<file path="src/rtl/simd_issue_pkg.sv">
package simd_issue_pkg;

    typedef enum logic [1:0] {
        KIND_INT = 2'd0,
        KIND_F32 = 2'd1,
        KIND_F64 = 2'd2,
        KIND_RSV = 2'd3
    } op_kind_e;

    localparam int UNIT_CNT = 3;
    localparam int U_INT    = 0;
    localparam int U_F32    = 1;
    localparam int U_F64    = 2;

endpackage

</file>
<file path="src/rtl/simd_rr_picker.sv">
module simd_rr_picker #(
    parameter int N  = 16,
    parameter int IW = $clog2(N)
) (
    input  logic          clk,
    input  logic          rst_n,
    input  logic [N-1:0]  req,
    output logic [N-1:0]  grant,
    output logic [IW-1:0] grant_idx,
    output logic          grant_any
);

    typedef struct packed {
        logic [IW-1:0] last;
    } rr_state_t;

    rr_state_t     st_d, st_q;
    logic [IW-1:0] cand;

    // search upward from the slot after the last winner
    always_comb begin
        st_d      = st_q;
        grant     = '0;
        grant_idx = '0;
        grant_any = 1'b0;
        cand      = '0;
        for (int i = 0; i < N; i++) begin
            cand = st_q.last + IW'(i + 1);
            if (!grant_any && req[cand]) begin
                grant[cand] = 1'b1;
                grant_idx   = cand;
                grant_any   = 1'b1;
            end
        end
        if (grant_any) begin
            st_d.last = grant_idx;
        end
    end

    always_ff @(posedge clk) begin
        if (!rst_n) begin
            st_q.last <= '1;
        end else begin
            st_q <= st_d;
        end
    end

    AST_GRANT_IN_REQ: assert property (@(posedge clk) disable iff (!rst_n)
        (grant & ~req) == '0);
    AST_GRANT_WHEN_REQ: assert property (@(posedge clk) disable iff (!rst_n)
        (req != '0) |-> grant_any);

endmodule

</file>
<file path="src/rtl/simd_lane_unit.sv">
module simd_lane_unit #(
    parameter int LANES = 32,
    parameter int WIDTH = 16,
    parameter int NG    = 16,
    parameter int GW    = $clog2(NG),
    parameter int LW    = $clog2(LANES)
) (
    input  logic             clk,
    input  logic             rst_n,
    input  logic             load,
    input  logic [GW-1:0]    load_group,
    input  logic [LANES-1:0] load_mask,
    output logic             valid,
    output logic [GW-1:0]    group,
    output logic [WIDTH-1:0] lane_en,
    output logic [LW-1:0]    lane_base,
    output logic             can_load,
    output logic [NG-1:0]    hold_grp
);

    localparam int BEATS = LANES / WIDTH;
    localparam int BW    = (BEATS > 1) ? $clog2(BEATS) : 1;
    localparam logic [BW-1:0] LAST_BEAT = BW'(BEATS - 1);

    typedef struct packed {
        logic             valid;
        logic [GW-1:0]    group;
        logic [LANES-1:0] mask;
        logic [BW-1:0]    beat;
    } unit_state_t;

    unit_state_t st_d, st_q;
    logic        at_last;

    assign at_last  = st_q.beat == LAST_BEAT;
    assign can_load = !st_q.valid || at_last;
    assign valid    = st_q.valid;
    assign group    = st_q.group;

    always_comb begin
        st_d = st_q;
        if (load) begin
            st_d.valid = 1'b1;
            st_d.group = load_group;
            st_d.mask  = load_mask;
            st_d.beat  = '0;
        end else if (st_q.valid) begin
            if (at_last) begin
                st_d.valid = 1'b0;
                st_d.beat  = '0;
            end else begin
                st_d.beat = st_q.beat + BW'(1);
            end
        end
    end

    always_ff @(posedge clk) begin
        if (!rst_n) begin
            st_q <= '0;
        end else begin
            st_q <= st_d;
        end
    end

    // slice of the mask for the current beat
    always_comb begin
        lane_en = '0;
        for (int b = 0; b < BEATS; b++) begin
            if (st_q.beat == BW'(b)) begin
                lane_en = st_q.valid ? st_q.mask[b*WIDTH +: WIDTH] : '0;
            end
        end
        lane_base = LW'(int'(st_q.beat) * WIDTH);
    end

    // a group stays held until its last beat is on the outputs
    genvar g;
    generate
        for (g = 0; g < NG; g++) begin : g_hold
            assign hold_grp[g] = st_q.valid && !at_last && (st_q.group == GW'(g));
        end
    endgenerate

    AST_LOAD_WHEN_FREE: assert property (@(posedge clk) disable iff (!rst_n)
        load |-> can_load);
    AST_LOAD_STARTS: assert property (@(posedge clk) disable iff (!rst_n)
        load |=> (valid && lane_base == '0));
    AST_BEAT_STEP: assert property (@(posedge clk) disable iff (!rst_n)
        (st_q.valid && !at_last && !load) |=> (st_q.valid && st_q.beat == $past(st_q.beat) + BW'(1)));
    AST_LAST_ENDS: assert property (@(posedge clk) disable iff (!rst_n)
        (st_q.valid && at_last && !load) |=> !valid);

endmodule

</file>
<file path="src/rtl/simd_issue_seq.sv">
module simd_issue_seq #(
    parameter int NUM_GROUPS = 16,
    parameter int LANES      = 32,
    parameter int WIDE_W     = 16,
    parameter int NARROW_W   = 8,
    parameter int GW         = $clog2(NUM_GROUPS),
    parameter int LW         = $clog2(LANES)
) (
    input  logic                        clk,
    input  logic                        rst_n,
    input  logic [NUM_GROUPS-1:0]       grp_ready,
    input  logic [2*NUM_GROUPS-1:0]     grp_kind,
    input  logic [LANES*NUM_GROUPS-1:0] grp_mask,
    output logic [NUM_GROUPS-1:0]       grp_take,
    output logic                        int_valid,
    output logic [GW-1:0]               int_group,
    output logic [WIDE_W-1:0]           int_lane_en,
    output logic [LW-1:0]               int_lane_base,
    output logic                        f32_valid,
    output logic [GW-1:0]               f32_group,
    output logic [WIDE_W-1:0]           f32_lane_en,
    output logic [LW-1:0]               f32_lane_base,
    output logic                        f64_valid,
    output logic [GW-1:0]               f64_group,
    output logic [NARROW_W-1:0]         f64_lane_en,
    output logic [LW-1:0]               f64_lane_base
);

    import simd_issue_pkg::*;

    logic [UNIT_CNT-1:0]   unit_free;
    logic [UNIT_CNT-1:0]   unit_load;
    logic [NUM_GROUPS-1:0] hold_int, hold_f32, hold_f64, held;
    logic [NUM_GROUPS-1:0] eligible;
    logic [NUM_GROUPS-1:0] pick;
    logic [GW-1:0]         pick_idx;
    logic                  pick_any;
    op_kind_e              sel_kind;
    logic [LANES-1:0]      sel_mask;

    assign held = hold_int | hold_f32 | hold_f64;

    // a group is eligible when ready, not held, and its unit can take it
    always_comb begin
        eligible = '0;
        for (int g = 0; g < NUM_GROUPS; g++) begin
            case (op_kind_e'(grp_kind[2*g +: 2]))
                KIND_INT: eligible[g] = unit_free[U_INT];
                KIND_F32: eligible[g] = unit_free[U_F32];
                KIND_F64: eligible[g] = unit_free[U_F64];
                default:  eligible[g] = 1'b0;
            endcase
            eligible[g] = eligible[g] && grp_ready[g] && !held[g];
        end
    end

    simd_rr_picker #(.N(NUM_GROUPS), .IW(GW)) u_picker (
        .clk       (clk),
        .rst_n     (rst_n),
        .req       (eligible),
        .grant     (pick),
        .grant_idx (pick_idx),
        .grant_any (pick_any)
    );

    assign grp_take = pick;

    // route the winner's kind and mask
    always_comb begin
        sel_kind = KIND_RSV;
        sel_mask = '0;
        for (int g = 0; g < NUM_GROUPS; g++) begin
            if (pick_idx == GW'(g)) begin
                sel_kind = op_kind_e'(grp_kind[2*g +: 2]);
                sel_mask = grp_mask[LANES*g +: LANES];
            end
        end
        unit_load        = '0;
        unit_load[U_INT] = pick_any && (sel_kind == KIND_INT);
        unit_load[U_F32] = pick_any && (sel_kind == KIND_F32);
        unit_load[U_F64] = pick_any && (sel_kind == KIND_F64);
    end

    simd_lane_unit #(.LANES(LANES), .WIDTH(WIDE_W), .NG(NUM_GROUPS), .GW(GW), .LW(LW)) u_int (
        .clk        (clk),
        .rst_n      (rst_n),
        .load       (unit_load[U_INT]),
        .load_group (pick_idx),
        .load_mask  (sel_mask),
        .valid      (int_valid),
        .group      (int_group),
        .lane_en    (int_lane_en),
        .lane_base  (int_lane_base),
        .can_load   (unit_free[U_INT]),
        .hold_grp   (hold_int)
    );

    simd_lane_unit #(.LANES(LANES), .WIDTH(WIDE_W), .NG(NUM_GROUPS), .GW(GW), .LW(LW)) u_f32 (
        .clk        (clk),
        .rst_n      (rst_n),
        .load       (unit_load[U_F32]),
        .load_group (pick_idx),
        .load_mask  (sel_mask),
        .valid      (f32_valid),
        .group      (f32_group),
        .lane_en    (f32_lane_en),
        .lane_base  (f32_lane_base),
        .can_load   (unit_free[U_F32]),
        .hold_grp   (hold_f32)
    );

    simd_lane_unit #(.LANES(LANES), .WIDTH(NARROW_W), .NG(NUM_GROUPS), .GW(GW), .LW(LW)) u_f64 (
        .clk        (clk),
        .rst_n      (rst_n),
        .load       (unit_load[U_F64]),
        .load_group (pick_idx),
        .load_mask  (sel_mask),
        .valid      (f64_valid),
        .group      (f64_group),
        .lane_en    (f64_lane_en),
        .lane_base  (f64_lane_base),
        .can_load   (unit_free[U_F64]),
        .hold_grp   (hold_f64)
    );

    AST_ONE_TAKE: assert property (@(posedge clk) disable iff (!rst_n)
        $onehot0(grp_take));
    AST_TAKE_READY: assert property (@(posedge clk) disable iff (!rst_n)
        (grp_take & ~grp_ready) == '0);
    AST_ONE_LOAD: assert property (@(posedge clk) disable iff (!rst_n)
        $countones(unit_load) <= 1);

    genvar gg;
    generate
        for (gg = 0; gg < NUM_GROUPS; gg++) begin : g_chk
            AST_NO_RSV_TAKE: assert property (@(posedge clk) disable iff (!rst_n)
                grp_take[gg] |-> (grp_kind[2*gg +: 2] != 2'b11));
            AST_TAKE_NOT_HELD: assert property (@(posedge clk) disable iff (!rst_n)
                grp_take[gg] |-> !held[gg]);
        end
    endgenerate

endmodule

</file>
<file path="config.mk">
export PLATFORM = sky130hd
export DESIGN_NAME = simd_issue_seq
export DESIGN_NICKNAME = d
export VERILOG_FILES = /design/src/rtl/simd_issue_pkg.sv /design/src/rtl/simd_rr_picker.sv /design/src/rtl/simd_lane_unit.sv /design/src/rtl/simd_issue_seq.sv
export SDC_FILE = /design/constraint.sdc
export NUM_CORES = 1
export LEC_CHECK = 0
export CORE_AREA = 2 2 254 256
export DETAILED_ROUTE_END_ITERATION = 10
export DIE_AREA = 0 0 256 258
export DONT_BUFFER_PORTS = 1
export PLACE_DENSITY = 0.34
export SYNTH_ARGS = -nofsm -noshare
export SYNTH_HDL_FRONTEND = slang
export SYNTH_SLANG_ARGS = --single-unit
</file>
<file path="constraint.sdc">
create_clock -name clk -period 6.4 [get_ports clk]
set_input_delay 0.96 -clock clk [delete_from_list [all_inputs] [get_ports clk]]
set_output_delay 0.96 -clock clk [all_outputs]
set_load 0.03 [all_outputs]
</file>
Word level (Yosys, flattened, before mapping)
Cells that the tools add are included.
{ "word_totals": {"out_inout_bits": 86, "word_cells": 546, "regBits": 119} }
{ "op_classes": {"order_cmp": 32, "n_addsub": 18, "mux": 186, "n_bitwise": 18, "eq_ne": 97, "reduce_logical": 182} }
{ "ops": {"columns": ["operator", "count"], "rows": [
  ["$mux 32", 16],
  ["$mux 16", 22],
  ["$or 16x16->16", 17],
  ["$eq 4x4->1 const B", 32],
  ["$logic_and 1x1->1", 117],
  ["$lt 4x5->1 const B", 16],
  ["$bmux 1 s4", 16],
  ["$demux 1 s4", 16],
  ["$eq 4x3->1 const B", 16],
  ["$ge 4x1->1 const B", 16],
  ["$mux 4", 16],
  ["$mux 8", 8],
  ["$mux 1", 59],
  ["$pmux 1 s3", 16],
  ["$eq 2x2->1 const B", 19],
  ["$logic_not 1->1", 37],
  ["$eq 2x1->1 const B", 18],
  ["$logic_not 2->1", 18],
  ["$mux 2", 17],
  ["$add 4x4->4 const B", 8],
  ["$eq 4x2->1 const B", 8],
  ["$add 4x3->4 const B", 4],
  ["$eq 4x1->1 const B", 4],
  ["$logic_not 4->1", 4],
  ["other kinds (7)", 13]
]} }

Logic depth before layout (Yosys ltp)
Gate-level depths: netlist of the first run.
{ "logic_depth": {"depth_word": 75, "mapped_depth": 29, "depth_no_buf": 19} }

Cells and area by module
A second synthesis of the first run with hierarchy kept.
{ "hier_totals": {"cells_unflattened": 2109, "area_unflattened_um2": 16331.9} }
{ "by_module_without_submodules": {"columns": ["module", "area_per_inst_um2", "cells_each", "instances"], "rows": [
  ["simd_issue_seq", 6110.9, 913, 1],
  ["simd_rr_picker", 4398.0, 606, 1],
  ["simd_lane_unit at u_f32 ...", 1933.1, 192, 2],
  ["simd_lane_unit at u_f64", 1956.9, 206, 1]
]} }

Worst setup path after synthesis of the first run
No wires, ideal clock.
{ "synth_timing": {"path_kind": "reg-to-reg", "start": "register u_picker.st_q[1] in the netlist's numbering", "end": "register u_f32.st_q[28] in the netlist's numbering", "stages_incl_launch_ff": 27, "required_ns": 6.267, "path_slack_ns": 0.515, "period_less_slack_ns": 5.885, "t_arrival_ns": 5.752, "setup_time_ns": 0.133, "cell_sequence": "dfxtp_1 > clkbuf_1 > inv_1 > clkbuf_1 > ha_1 > clkbuf_1 > clkbuf_1 > nor2_1 > inv_1 > o221ai_1 > or3_1 > and4_1 > clkbuf_1 > and4_1 > buf_2 > and4_1 > a211oi_1 > o21ai_1 > buf_2 > or4_1 > a32oi_1 > a211oi_2 > or2_1 > buf_2 > buf_6 > o211ai_1 > o41ai_1"} }
{ "synth_between": {"elab_chain_cells": 68, "elab_cells_between_ends": 159, "classes_between": "15 x add/sub; 16 x eq/ne; 96 x mux; 32 x reduce/logical"} }
{ "synth_rtl": {"columns": ["item", "line", "rtl"], "rows": [
  ["start: declaration", "simd_rr_picker.sv:17", "rr_state_t st_d, st_q;"],
  ["start signal: assignment", "simd_rr_picker.sv:44", "st_q <= st_d;"],
  ["$add 4x1->4", "simd_rr_picker.sv:28", "cand = st_q.last + IW'(i + 1);"],
  ["$bmux 1 s4", "simd_rr_picker.sv:29", "if (!grant_any && req[cand]) begin"],
  ["$mux 1 (implied by the code)", "simd_rr_picker.sv:29", null],
  ["$mux 1", "simd_rr_picker.sv:29", null],
  ["$logic_not 1->1", "simd_rr_picker.sv:29", null],
  ["$logic_and 1x1->1", "simd_rr_picker.sv:29", null],
  ["$mux 1", "simd_rr_picker.sv:29", null],
  ["$logic_not 1->1", "simd_rr_picker.sv:29", null],
  ["[37 not listed]", null, null],
  ["$mux 1", "simd_rr_picker.sv:29", null],
  ["$logic_not 1->1", "simd_rr_picker.sv:29", null],
  ["$logic_and 1x1->1", "simd_rr_picker.sv:29", null],
  ["$mux 4", "simd_rr_picker.sv:29", null],
  ["$logic_not 4->1", "simd_issue_seq.sv:73", "if (pick_idx == GW'(g)) begin"],
  ["$mux 2 (16 in series)", "simd_issue_seq.sv:73", null],
  ["$eq 2x1->1", "simd_issue_seq.sv:80", "unit_load[U_F32] = pick_any && (sel_kind == KIND_F32);"],
  ["$logic_and 1x1->1", "simd_issue_seq.sv:80", null],
  ["end signal: assignment", "simd_lane_unit.sv:61", "st_q <= st_d;"],
  ["end: declaration", "simd_lane_unit.sv:32", "unit_state_t st_d, st_q;"]
]} }
Several ways; a longest one is shown, not always the timed one. The select of a mux whose other input is x is not followed.
A chain may end at the register's enable or synchronous reset.

Worst setup path in the final report of the first run
{ "layout_timing": {"start": "register u_f32.st_q, in the netlist u_f32.valid", "end": "output port grp_take[7]"} }
{ "layout_between": {"elab_chain_cells": 54, "elab_cells_between_ends": 193, "classes_between": "79 x mux; 17 x bitwise; 97 x reduce/logical"} }
{ "layout_rtl": {"columns": ["item", "line", "rtl"], "rows": [
  ["$logic_and 1x1->1 (2 in series)", "simd_lane_unit.sv:80", "assign hold_grp[g] = st_q.valid && !at_last && (st_q.group == GW'(g));"],
  ["$or 16x16->16 (2 in series)", "simd_issue_seq.sv:41", "assign held = hold_int | hold_f32 | hold_f64;"],
  ["$logic_not 1->1", "simd_issue_seq.sv:53", "eligible[g] = eligible[g] && grp_ready[g] && !held[g];"],
  ["$logic_and 1x1->1", "simd_issue_seq.sv:53", null],
  ["$bmux 1 s4", "simd_rr_picker.sv:29", null],
  ["$mux 1 (implied by the code)", "simd_rr_picker.sv:29", null],
  ["$mux 1", "simd_rr_picker.sv:29", null],
  ["$logic_not 1->1", "simd_rr_picker.sv:29", null],
  ["[36 not listed]", null, null],
  ["$logic_and 1x1->1", "simd_rr_picker.sv:29", null],
  ["$mux 1", "simd_rr_picker.sv:29", null],
  ["$logic_not 1->1", "simd_rr_picker.sv:29", null],
  ["$logic_and 1x1->1", "simd_rr_picker.sv:29", null],
  ["$mux 1", "simd_rr_picker.sv:29", null],
  ["$logic_not 1->1", "simd_rr_picker.sv:29", null],
  ["$logic_and 1x1->1", "simd_rr_picker.sv:29", null],
  ["$mux 16 (*)", "simd_rr_picker.sv:29", null],
  ["end: declaration", "simd_issue_seq.sv:14", "output logic [NUM_GROUPS-1:0] grp_take,"]
]} }
Mark *: on every way between the ends. The rest lies on a longest branch, timed or not. The select of a mux whose other input is x is not followed.

==> run summary, run 1 <==
Setup Skew: 0.0120 ns
CP Capture Type: output pin
std cell rows: 93
Worst path max stage delay: 0.58 ns
Die Footprint: 66,000 um2
pre-CTS setup slack: -0.431 ns
Final Cycle Share: 99.7%
clk slew on worst S/H paths: 0.06 ns
layout net count: 3,238
global route overflow: 0
Tot GR Track Use: 40.2%
RD Place Congestion: 1.19
Via density: 6.29
IO Port Bufs: 0
worst skew pair latency: 0.43 ns
RR Endpoint: u_f32.st_q[3]
most frequent CP cell: buf_4
R2R cell count: 26
EDFF count, synth: 0
DR pass1 iterations: 6
initial antenna violation count: 66
routing usage on met3: 11.4%
ANT nets after route: 0
Critical path origin: u_f32.valid
total clock buffers created by CTS: 17
largest cells by area after synthesis: dfxtp_1 15%, mux2i_1 7.9%, nor2_1 6.2%
ys flop type: dfxtp_1
Synth-to-Final Area Change: 38.8%
Die Ht: 258 um
Critical Path RT: 5.44 ns
count of unique library cells instantiated by Yosys: 112
Yosys top cell area share: 15.1%
Fillers: 6,982
slowest stage cell on the critical path: a2111oi_0
Worst R2R Start: u_f32.valid
pin count of the biggest net entering global routing: 74
Die Width: 256 um
Syn Area/Cell: 6.97 um2
r2r setup slk: 0.05 ns
Starting Density: 24.8%
fin. max-slew vios: 0
clock tree sinks: 119
Worst Hold Path Cells: 2
Hold Path Sink: u_f64.st_q[8]
H-Tree Depth: 4
minimum clock period after layout: 6.38 ns
Yosys warnings: 0
crit path cell chain: nor2b_1, buf_4, buf_4, o21a_1, or3_1, o22ai_1, buf_4, o22ai_1, or3_1, buf_4, nand4_1, buf_4, a21oi_1, nand4_1, o311ai_0, a21oi_1, o31ai_1, a2111oi_0, o211ai_1, buf_12
Top Usage Layer GRT: met2
#FFs+latches synth: 119
CTS root buffer: clkbuf_16
core area: 63,600 um2
layout cells sized above 1: 29.2%
fin worst setup slack: 0.0191 ns
Worst-Margin Slew: 0.902 ns
drt drc: 0
hold slack: 0.457 ns
CTS tree: done
# Max-Cap Violations: 0
Peak Freq: 157 MHz
placed cell count: 3,479
CP bufs+invs: 6
crit-path max FO: 6
DRT iter0 DRCs: 2,888
drt wl/cell: 38.8 um
Mapped Area: 15,800 um2
number of global-route vias before repair: 21,500
CTS max path bufs: 2
WL final: 139,000 um
global-route wire length before repair: 185,000 um
nature of the critical path startpoint: flop
Cells after Synth: 2,263
CP top delay family: compound AO/OA/AOI/OAI gates
Hold Path Class: reg2reg
non-filler cells, final: 3,585
Final Setup Violations: 0
dpl hpwl: 119,000 um
Synth area leader: dfxtp_1
via count: 22,500
Hold Crit Start: u_f64.st_q[8]
Worst EP arrival: 5.42 ns
status: completed
async set or reset register ratio after synthesis: 0%
WS Path Type: reg2out
met2 Usage GRT: 65.7%
Rel. slew slack: 39.1%
Hold Vio Cnt, Final: 0
Seq/Total Area, Yosys: 15.1%
number of I/O pins: 648
routing usage on met1: 48.0%
==> synthesized netlist by cell type, types with 20 or more instances <==
master,n
dfxtp_1,119
o221ai_1,27
mux2i_1,125
nand2_1,248
o22ai_1,100
inv_1,20
nand4_1,21
or3_1,28
buf_2,54
o211ai_1,27
nor2b_1,38
a211oi_1,22
o21ai_0,141
nand3_1,92
a31oi_1,43
a21oi_1,138
a22oi_1,47
nor3_1,93
nor2_1,261
clkbuf_1,102
and3_1,22
buf_4,46
==> layer usage <==
layer / wire length, um / part of all wire, % / vias to the layer above
met3: 13500 / 9.7 / 291
met1: 53800 / 39 / 11300
met2: 63800 / 46 / 1477
met5: 125 / 0.090 / -
met4: 7990 / 5.7 / 22
li1: - / - / 9494
==> worst max path at each step <==
stage / slack (ns) / cells past startpoint / endpoint
final: 0.02 / 20 / grp_take[7]
after global routing: -0.003 / 21 / grp_take[1]
after CTS: -0.02 / 25 / u_f32.st_q[31]
after detailed placement: -0.43 / 21 / u_f32.st_q[3]
after global placement: -0.47 / 23 / u_f64.st_q[10]
after floorplan: 0.51 / 26 / u_f32.st_q[28]
==> per-stage QoR <==
step | TNS, ns | utilization (%) | instance area (um2)
global route | -0.00304 | 34.3 | 21800
floorplan | 0 | - | 15800
finish | 0 | 34.4 | 21900
detailed placement | -34.80 | 32.5 | 20700
CTS | -0.0461 | 33.6 | 21400
global placement | -33.26 | 32.5 | 20700
==> layout by cell type (no fill, tap or decap), types with 18 or more instances in the layout <==
master,Yosys,final
a211oi_1,22,21
a21oi_1,138,137
a22o_1,18,18
a22oi_1,47,47
a31oi_1,43,42
and3_1,22,22
buf_12,0,46
buf_4,46,537
clkbuf_16,0,19
dfxtp_1,119,110
diode_2,0,58
inv_1,20,19
mux2i_1,125,124
nand2_1,248,247
nand3_1,92,92
nand4_1,21,21
nor2_1,261,256
nor2b_1,38,38
nor3_1,93,87
o211ai_1,27,27
o21ai_0,141,133
o221ai_1,27,23
o22ai_1,100,96
or3_1,28,25
==> worst register-to-register path: cells and delay by family (launching register included) <==
family                 cells  cell delay, ns
AO/OA/AOI/OAI             12            3.28
buffers and inverters      8            1.43
AND/OR/NAND/NOR            5            1.06
flip-flops                 1            0.35
multiplexers               1            0.15
==> sequential cells by signal, summed over array words and instances, names as in the netlist, 4 cells and up <==
signal	flops
u_f32.group	4
u_f32.st_q	32
u_f64.group	4
u_f64.st_q	34
u_int.group	4
u_int.st_q	32
u_picker.st_q	4
==> repair_timing <==
item	4_1_cts	5_1_grt
gates resized for setup	23	62
buffers inserted	7	8
cloned	0	1
hold buffers	0	0
setup endpoints to repair	125	127
pin swaps	6	13
==> area by class of cell <==
class / count / area [um2] / area share, %
clock inverter: 15 / 165 / 0.755
clock buffer: 17 / 425 / 1.94
sequential: 119 / 2390 / 10.9
multi-input combinational: 1905 / 12500 / 57.1
antenna: 58 / 145 / 0.663
tap: 855 / 1070 / 4.89
timing repair buffer: 593 / 5100 / 23.3
inverter: 23 / 86.3 / 0.395
==> logic make-up (layout without fill, tap and decap cells) <==
logic type                 Yosys count  after routing  share of synthesized area (%)
and+or+nand+nor                    901            901                           27.6
AOI/OAI and AO/OA                  803            803                           35.3
buffers and inverters              249            648                           8.28
muxes                              155            155                           11.3
DFF                                119            119                           15.1
xor gates and xnor gates            18             18                           1.00
adders and majority gates           17             17                           1.35
other                                1             69                         0.0238
Power of run 1 is not shown: default switching activity piles up to over one toggle a cycle in this logic, so the estimate is an artifact.
==> run 2, diff against run 1 <==
--- a/config.mk
+++ b/config.mk
@@ -5,11 +5,12 @@
 export SDC_FILE = /design/constraint.sdc
 export NUM_CORES = 1
 export LEC_CHECK = 0
-export CORE_AREA = 2 2 254 256
+export CORE_AREA = 3 3 248 250
 export DETAILED_ROUTE_END_ITERATION = 10
-export DIE_AREA = 0 0 256 258
+export DIE_AREA = 0 0 251 253
 export DONT_BUFFER_PORTS = 1
-export PLACE_DENSITY = 0.34
+export GPL_ROUTABILITY_DRIVEN = 1
+export PLACE_DENSITY = 0.47
 export SYNTH_ARGS = -nofsm -noshare
 export SYNTH_HDL_FRONTEND = slang
 export SYNTH_SLANG_ARGS = --single-unit
==> run summary, run 2 (same netlist as run 1, synthesis figures left out) <==
# Max-Cap Violations: 0 (unchanged)
Peak Freq: 157 MHz (about the same)
most common cell after layout, fill and taps aside: buf_4
Hold Path Sink: u_int.st_q[5]
CTS tree: done
Setup TNS Final: 0 ns (unchanged)
global route overflow: 0 (unchanged)
CTS root buffer: clkbuf_16
IO Port Bufs: 0 (unchanged)
WL final: 145,000 um (+3.9%)
Synth-to-Final Area Change: 37.1%
minimum clock period after layout: 6.38 ns (+0.00200 ns)
RR Endpoint: u_int.st_q[12]
WS Path Type: reg2reg
clock tree sinks: 119 (unchanged)
Setup Skew: 0.0188 ns (+0.00682 ns)
Worst R2R Start: u_f32.group[1]
initial antenna violation count: 78 (+18%)
Worst EP arrival: 6.64 ns (+1.22 ns)
drt drc: 0 (unchanged)
Starting Density: 26.6% (+1.8 points)
Die Footprint: 63,500 um2 (-3.9%)
non-filler cells, final: 3,486 (-2.8%)
Die Ht: 253 um (-1.9%)
CTS max path bufs: 2 (unchanged)
core area: 59,200 um2 (-6.9%)
dpl hpwl: 122,000 um (+2.2%)
drt wl/cell: 41.5 um (+6.8%)
Hold Crit Start: u_int.st_q[5]
std cell rows: 89 (-4.3%)
RD Place Congestion: 1.16 (-2.9%)
Hold Vio Cnt, Final: 0 (unchanged)
DRT iter0 DRCs: 3,791 (+31%)
placed cell count: 3,378 (-2.9%)
RSZ-0062 raised after global routing: false
biggest registers after layout: u_f64.st_q (34), u_f32.st_q (32), u_int.st_q (32)
Biggest register: u_f64.st_q
via count: 23,200 (+3.1%)
number of global-route vias before repair: 21,300 (-0.92%)
Final Setup Violations: 0 (unchanged)
number of I/O pins: 648 (unchanged)
Final Cycle Share: 99.7% (about the same)
Critical Path RT: 6.65 ns (+1.21 ns)
hold slack: 0.464 ns (+0.00697 ns)
clk slew on worst S/H paths: 0.05 ns (about the same)
Die Width: 251 um (-2.0%)
Hold Path Class: reg2reg
total clock buffers created by CTS: 17 (unchanged)
global-route wire length before repair: 189,000 um (+2.3%)
R2R cell count: 20 (-23%)
Via density: 6.66 (+6.0%)
status: completed
ANT nets after route: 0 (unchanged)
r2r setup slk: 0.02 ns (-0.03 ns)
most frequent cells in the layout: 528 x buf_4, 254 x nor2_1, 247 x nand2_1
pin count of the biggest net entering global routing: 65 (-12%)
Worst Hold Path Cells: 2 (unchanged)
DR pass1 iterations: 7 (+1)
Final Core Density: 36.5% (+2.1 points)
Rel. slew slack: 33.9% (-5.2 points)
crit-path max FO: 16 (+10)
nature of the critical path startpoint: flop
layout cells sized above 1: 28.8% (-0.43 points)
layout net count: 3,219 (-0.59%)
Worst-Margin Slew: 0.964 ns (+0.0618 ns)
Tot GR Track Use: 43.1% (+3.0 points)
number of flip-flops in the largest register: 34 (unchanged)
fin. max-slew vios: 0 (unchanged)
H-Tree Depth: 4 (unchanged)
worst skew pair latency: 0.43 ns (about the same)
CP Capture Type: flop
run 2: worst max-delay path by stage:
stage | from | to | slack [ns] | cells after the start
2_1_floorplan | u_picker.st_q[1] | u_f32.st_q[28] | 0.51 | 26
3_3_place_gp | grp_kind[18] | u_f32.st_q[3] | -0.48 | 25
3_5_place_dp | u_int.group[0] | u_f32.st_q[3] | -0.53 | 26
4_1_cts | u_f64.st_q[0] | grp_take[10] | -0.01 | 20
5_1_grt | u_f32.valid | grp_take[10] | 0.009 | 18
6_report | u_f32.group[1] | u_int.st_q[12] | 0.02 | 20
run 2: what timing repair did:
item,4_1_cts,5_1_grt
pin swaps,2,15
setup buffers,2,14
gates resized for setup,28,55
hold buffers,0,0
setup endpoints to repair,130,130
run 2: final cells by class:
cell class,instances,area (um2)
Inverter,23,86.3
Clock inverter,13,145
Clock buffer,19,433
Antenna cell,60,150
Tap cell,773,967
Fill cell,6460,37600
Timing Repair Buffer,574,4880
Multi-Input combinational cell,1905,12600
Sequential cell,119,2390
run 2: metal layers:
| layer | share of wire, % | up-vias | global-route usage (%) | wire length [um] |
|---|---|---|---|---|
| met5 | 0.14 | - | 0 | 199 |
| met3 | 13 | 342 | 16.0 | 18300 |
| li1 | - | 9470 | - | - |
| met2 | 41 | 1815 | 62.2 | 58700 |
| met4 | 6.7 | 30 | 23.7 | 9740 |
| met1 | 40 | 11600 | 55.4 | 57600 |
run 2: critical path, stage by stage (launching register included):
cell and delay, ns:
dfxtp_1 0.43, buf_4 0.28, o311ai_1 0.65, nand4b_1 0.24
o22ai_2 0.10, mux2_2 0.29, mux4_2 0.56, buf_4 0.19
o311ai_1 0.54, buf_4 0.21, o31a_1 0.19, o2111ai_2 0.19
and2_4 0.24, buf_12 0.16, buf_4 0.16, mux4_2 0.48
nand2_1 0.12, nand4_1 0.24, o21ai_0 0.65, nand2b_1 0.20
a21oi_1 0.07
run 2: per-stage QoR:
step                      instance area (um2)  setup WS [ns]
after floorplan                         15800          0.515
after global placement                  20400         -0.483
after detailed placement                20400         -0.527
after CTS                               21100        -0.0113
after global routing                    21600        0.00881
final                                   21600         0.0171
Power of run 2 is left out for the same reason.
